==> src/rtl/rx_err_pkg.sv <==
package rx_err_pkg;

  // Strobes passed from control to datapath once per cycle
  typedef struct packed {
    logic clear;    // host read: drop the count
    logic seedOne;  // with clear: a qualifying error arrived in the read cycle
    logic incr;     // add one (never together with clear)
  } cntStrobe_t;

endpackage

==> src/rtl/rx_err_ctrl.sv <==
module rx_err_ctrl
  import rx_err_pkg::*;
(
  input  logic       clk,
  input  logic       rstN,
  input  logic       rxValid,
  input  logic       rxErr,
  input  logic       loopMode,
  input  logic       rdStrobe,
  input  logic       atMax,
  output cntStrobe_t strb
);

  logic errQual;

  // An error is only meaningful during valid carrier and outside loopback
  always_comb errQual = rxValid & rxErr & ~loopMode;

  always_comb begin
    strb         = '0;
    strb.clear   = rdStrobe;
    strb.seedOne = rdStrobe & errQual;
    strb.incr    = ~rdStrobe & errQual & ~atMax;
  end

  // loopback blocks every counting strobe
  p_loop_gate_r3: assert property (@(posedge clk) disable iff (!rstN)
    loopMode |-> !(strb.incr || strb.seedOne));

  // no counting without valid data
  p_valid_gate_r2: assert property (@(posedge clk) disable iff (!rstN)
    !rxValid |-> !(strb.incr || strb.seedOne));

  // no increment offered once saturated
  p_no_inc_at_max_r5: assert property (@(posedge clk) disable iff (!rstN)
    atMax |-> !strb.incr);

  // clear and increment are mutually exclusive
  p_clear_excl_r8: assert property (@(posedge clk) disable iff (!rstN)
    !(strb.clear && strb.incr));

endmodule

==> src/rtl/rx_err_datapath.sv <==
module rx_err_datapath
  import rx_err_pkg::*;
#(
  parameter int CNT_W = 16
) (
  input  logic             clk,
  input  logic             rstN,
  input  cntStrobe_t       strb,
  output logic [CNT_W-1:0] cntQ,
  output logic             irqQ,
  output logic             atMax
);

  localparam logic [CNT_W-1:0] CNT_MAX  = {CNT_W{1'b1}};
  localparam logic [CNT_W-1:0] CNT_HALF = {1'b0, {(CNT_W-1){1'b1}}};
  localparam logic [CNT_W-1:0] CNT_ONE  = {{(CNT_W-1){1'b0}}, 1'b1};

  logic [CNT_W-1:0] cntNext;
  logic             irqNext;

  always_comb atMax = (cntQ == CNT_MAX);

  always_comb begin
    cntNext = cntQ;
    if (strb.clear)     cntNext = strb.seedOne ? CNT_ONE : '0;
    else if (strb.incr) cntNext = cntQ + CNT_ONE;
  end

  // Interrupt registered from the next count so it moves with the count
  always_comb irqNext = (cntNext > CNT_HALF);

  always_ff @(posedge clk or negedge rstN) begin
    if (!rstN) begin
      cntQ <= '0;
      irqQ <= 1'b0;
    end else begin
      cntQ <= cntNext;
      irqQ <= irqNext;
    end
  end

  // an increment strobe adds exactly one
  p_step_r1: assert property (@(posedge clk) disable iff (!rstN)
    strb.incr |=> cntQ == $past(cntQ) + CNT_ONE);

  // saturated count holds without a read
  p_no_overflow_r5: assert property (@(posedge clk) disable iff (!rstN)
    (cntQ == CNT_MAX && !strb.clear) |=> cntQ == CNT_MAX);

  // interrupt level agrees with the count held
  p_irq_level_r6: assert property (@(posedge clk) disable iff (!rstN)
    irqQ == (cntQ > CNT_HALF));

  // a plain read leaves zero
  p_read_clear_r7: assert property (@(posedge clk) disable iff (!rstN)
    (strb.clear && !strb.seedOne) |=> (cntQ == '0 && !irqQ));

  // read racing an error leaves one
  p_read_race_r8: assert property (@(posedge clk) disable iff (!rstN)
    (strb.clear && strb.seedOne) |=> cntQ == CNT_ONE);

endmodule

==> src/rtl/rx_err_tally.sv <==
module rx_err_tally
  import rx_err_pkg::*;
(
  input  logic        clk,
  input  logic        rstN,
  input  logic        rxValid,
  input  logic        rxErr,
  input  logic        loopMode,
  input  logic        rdStrobe,
  output logic [15:0] cntValue,
  output logic        irq
);

  localparam int CNT_W = 16;

  cntStrobe_t strb;
  logic       atMax;

  rx_err_ctrl u_ctrl (
    .clk      (clk),
    .rstN     (rstN),
    .rxValid  (rxValid),
    .rxErr    (rxErr),
    .loopMode (loopMode),
    .rdStrobe (rdStrobe),
    .atMax    (atMax),
    .strb     (strb)
  );

  rx_err_datapath #(.CNT_W(CNT_W)) u_dp (
    .clk   (clk),
    .rstN  (rstN),
    .strb  (strb),
    .cntQ  (cntValue),
    .irqQ  (irq),
    .atMax (atMax)
  );

endmodule

==> config.mk <==
export PLATFORM = sky130hd
export DESIGN_NAME = rx_err_tally
export DESIGN_NICKNAME = d
export VERILOG_FILES = /design/src/rtl/rx_err_pkg.sv /design/src/rtl/rx_err_ctrl.sv /design/src/rtl/rx_err_datapath.sv /design/src/rtl/rx_err_tally.sv
export SDC_FILE = /design/constraint.sdc
export NUM_CORES = 1
export LEC_CHECK = 0
export BUFFER_PORTS_ARGS = -buffer_cell sky130_fd_sc_hd__buf_2
export CAP_MARGIN = 20
export CORE_UTILIZATION = 40
export DETAILED_ROUTE_END_ITERATION = 8
export SLEW_MARGIN = 20
export SYNTH_ARGS = -nofsm -noshare
export SYNTH_HDL_FRONTEND = slang
export SYNTH_SLANG_ARGS = --single-unit
==> constraint.sdc <==
create_clock -name clk -period 2.5 [get_ports clk]
set_clock_uncertainty 0.2 [all_clocks]
set_input_delay 0.625 -clock clk [delete_from_list [all_inputs] [get_ports clk]]
set_output_delay 0.625 -clock clk [all_outputs]
set_load 0.1 [all_outputs]
==> results by group <==
Status
  – Status: completed

Critical path
  – Critical path type: reg -> reg
  – Element type at the critical path end: flop
  – CP Data Required Time: around 2500 ps
  – Critical path fanouts, max: 19
  – Startpoint Class: flop
  – Data arrival time of the critical path: ~2100 ps

Cells and area
  – Diodes inserted: 0
  – Share of cells above drive strength 1: just under 30%
  – Register Area: about 430 µm²
  – Nets: 128
  – Fillers: approximately 250
  – Area Overhead vs Synth: 15.0%
  – Multi-input gate area: approximately 510 µm²

Clock tree
  – CTS Sinks: 17
  – H-tree Lvls: 1
  – CTS buffer count: 3
  – Setup Fix Bufs, Post-CTS: 0
  – CTS Hold Bufs: 0
  – Clock-pin slew on the worst setup and hold paths: roughly 100 ps
  – Clock root buffer: clkbuf_4
  – Worst-skew pair later-pin latency: 290 ps
  – CTS tree: done
  – CTS resizes: 0
  – Clock buffer depth: 2

Hold path
  – Worst hold path class: in -> async

STA
  – Final WS setup: just under 400 ps
  – Max Clk Rate: 0.474 GHz
  – Setup violators final: 0
  – Fin. Hold Viols: 0
  – Slew HR: 67.3%
  – Slew Viols, Final: 0
  – Final min period: 2110 ps
  – Setup TNS: 0 ps
  – Final Cycle Share: between 80% and 90%
  – RSZ-0062 raised after global routing: no
  – Worst Max-Slew Pin Slew: slightly below 500 ps

Yosys
  – Yosys warnings: 0
  – Ranking of synthesized cells by area: dfrtp_1 44%, a21oi_1 7.2%, o31ai_1 6.1%
  – Top cell type by total area after synthesis: dfrtp_1
  – Sequential cell area fraction in the yosys report: 43.5%
  – Yosys cell types: 30
  – Share of Yosys cell area claimed by the top area cell type: a little over two fifths
  – Yosys reg bits: 17
  – Post-Syn Instances: 98
  – Syn Nets: 105
  – Mapped cell area: 977 µm²
  – Post-Syn Area per Cell: roughly 10 µm²

Power and ir drop
  – Flop pwr share: 59.7%
  – Internal power: roughly 350 µW
  – IR drop worst, VDD: 222 µV
  – Clk pwr share: approximately 32%
  – Static Leak: between 0.4 and 0.5 nW
  – Cell area power density: slightly above 400 mW/mm²
  – Gate power share: 7.9%
  – Net Sw Frac: between 20% and 30%
  – Switch Pwr: approximately 120 µW

Die
  – Initial cell density of the core: a little over two fifths
  – Die X-Extent: 51.4 µm
  – Die area: ~0.0026 mm²
  – Core area: around 0.0023 mm²
  – IO Count: 23
  – Site Rows: 17
  – Die Height: slightly above 50 µm

Route
  – Post-DRT Antenna Nets: 0
  – Drt drc: 0
  – Wire per inst: between 15 and 20 µm
  – Vias: around 910
  – Detailed Route WL: approximately 2300 µm
  – 1st-iter DRT viols: 22
  – Vias per inst: between 6 and 7
  – First-pass DRT Iterations: 4

Placed design
  – Dpl ws: around 270 ps
  – Final HPWL DP: 1600 µm
  – Port Buf Inserts: 22
  – Routability Congestion: approximately 0.79

GRT
  – Vias in the first global route: ~800
  – Initial antenna violation count: 0
  – Global-route wire length before repair: around 3800 µm
  – Remaining global-route overflow: 0
  – Largest net degree at the start of global routing: 20
  – GRT Overall Usage: 19.6%

Flow run
  – Max cap viols: 0
[registers in the layout, indices dropped and copies added, names as in the netlist]
register and count:
u_dp.cntQ 16, u_dp.irqQ 1
[Yosys cell counts]
library cell,n
o32ai_1,1
nand2b_1,1
o311ai_0,2
or3_1,2
clkbuf_1,2
or2_2,1
buf_2,1
and2_1,1
nand3b_1,1
o41ai_1,3
a21oi_1,14
and4_4,2
nor2_1,1
nand3_1,5
or4_1,7
and3_1,2
nand3_2,1
buf_6,2
o31ai_1,8
and4bb_4,1
ha_1,1
nand2_1,8
nand4_4,1
inv_1,2
o21ai_0,3
nand4_1,3
and4_1,3
dfrtp_1,17
mux2i_1,1
or4_4,1
[cells by family after synthesis]
kind of cell,Yosys count,synth area share [%]
AND/OR/NAND/NOR,41,29.6
AO/OA/AOI/OAI,31,20.2
flip-flops,17,43.5
buffers and inverters,7,4.35
multiplexers,1,1.02
adder cells (fa/ha/maj),1,1.28
[stage by stage]
step	std cells	cell area [µm²]	hold WS, ps	power [mW]	utilization [%]
after floorplan	98	980	129	0.307	-
after global placement	144	1100	307	0.321	48.7
after detailed placement	144	1100	320	0.322	48.7
after CTS	148	1120	50.1	0.472	49.8
after global routing	148	1120	60.0	0.487	49.8
final	148	1120	36.6	0.467	49.8
[power by group through the flow]
| stage | Clock (mW) | Combinational [mW] | Sequential (mW) |
|---|---|---|---|
| finish | 0.151 | 0.0370 | 0.279 |
| global route | 0.168 | 0.0406 | 0.279 |
| global placement | 0 | 0.0368 | 0.284 |
| CTS | 0.156 | 0.0378 | 0.278 |
| detailed placement | 0 | 0.0379 | 0.284 |
| floorplan | 0 | 0.0126 | 0.295 |
[layer usage]
layer  GRT usage (%)  vias to the layer above  routed length [µm]
met2            29.4                       26                1050
li1                -                      439                   -
met1            26.9                      438                1080
met3            3.57                        4                  81
met5               0                        -                   0
met4            9.46                        0                  41
[cell usage in the layout, fill, tap and decap left out]
cell / instances
inv_1: 2
o31ai_1: 8
or2_2: 1
nand3_2: 1
buf_4: 1
and4_1: 3
clkbuf_4: 3
and2_1: 1
nand2b_1: 1
o21ai_0: 3
and3_1: 2
nand2_1: 8
a21oi_1: 14
or4_1: 7
o311ai_0: 2
nor2_1: 1
buf_2: 22
or4_4: 1
mux2i_1: 1
o32ai_1: 1
dfrtp_1: 15
ha_1: 1
nand4_4: 1
nand4_1: 3
dfrtp_2: 2
clkbuf_1: 1
and4bb_4: 1
o41ai_1: 3
nand3_1: 5
nand3b_1: 1
or3_1: 2
and4_4: 2
[critical path, cell delays in order, from the launching register on]
cell     delay, ps
dfrtp_2        450
ha_1           240
and3_1         210
and4_4         250
or4_4          530
a21oi_1        170
[final timing paths]
kind                               start            end  slack [ps]  cells past startpoint
max in group asynchronous           rstN   u_dp.cntQ[0]        1750                      1
max                         u_dp.cntQ[0]      u_dp.irqQ         390                      5
min reg2reg                u_dp.cntQ[10]  u_dp.cntQ[10]         330                      1
min in group clk           u_dp.cntQ[10]  u_dp.cntQ[10]         330                      1
max reg2reg                 u_dp.cntQ[0]      u_dp.irqQ         390                      5
min                                 rstN  u_dp.cntQ[15]          40                      1
[final cells by class]
| type | instances | area share (%) |
|---|---|---|
| clock buffers | 4 | 2.34 |
| inverters | 2 | 0.668 |
| repair buffers | 23 | 10.5 |
| multi-input cells | 74 | 45.3 |
| well taps | 28 | 3.12 |
| flip-flops and latches | 17 | 38.1 |
Note: power is estimated with default switching activity, not from simulation.
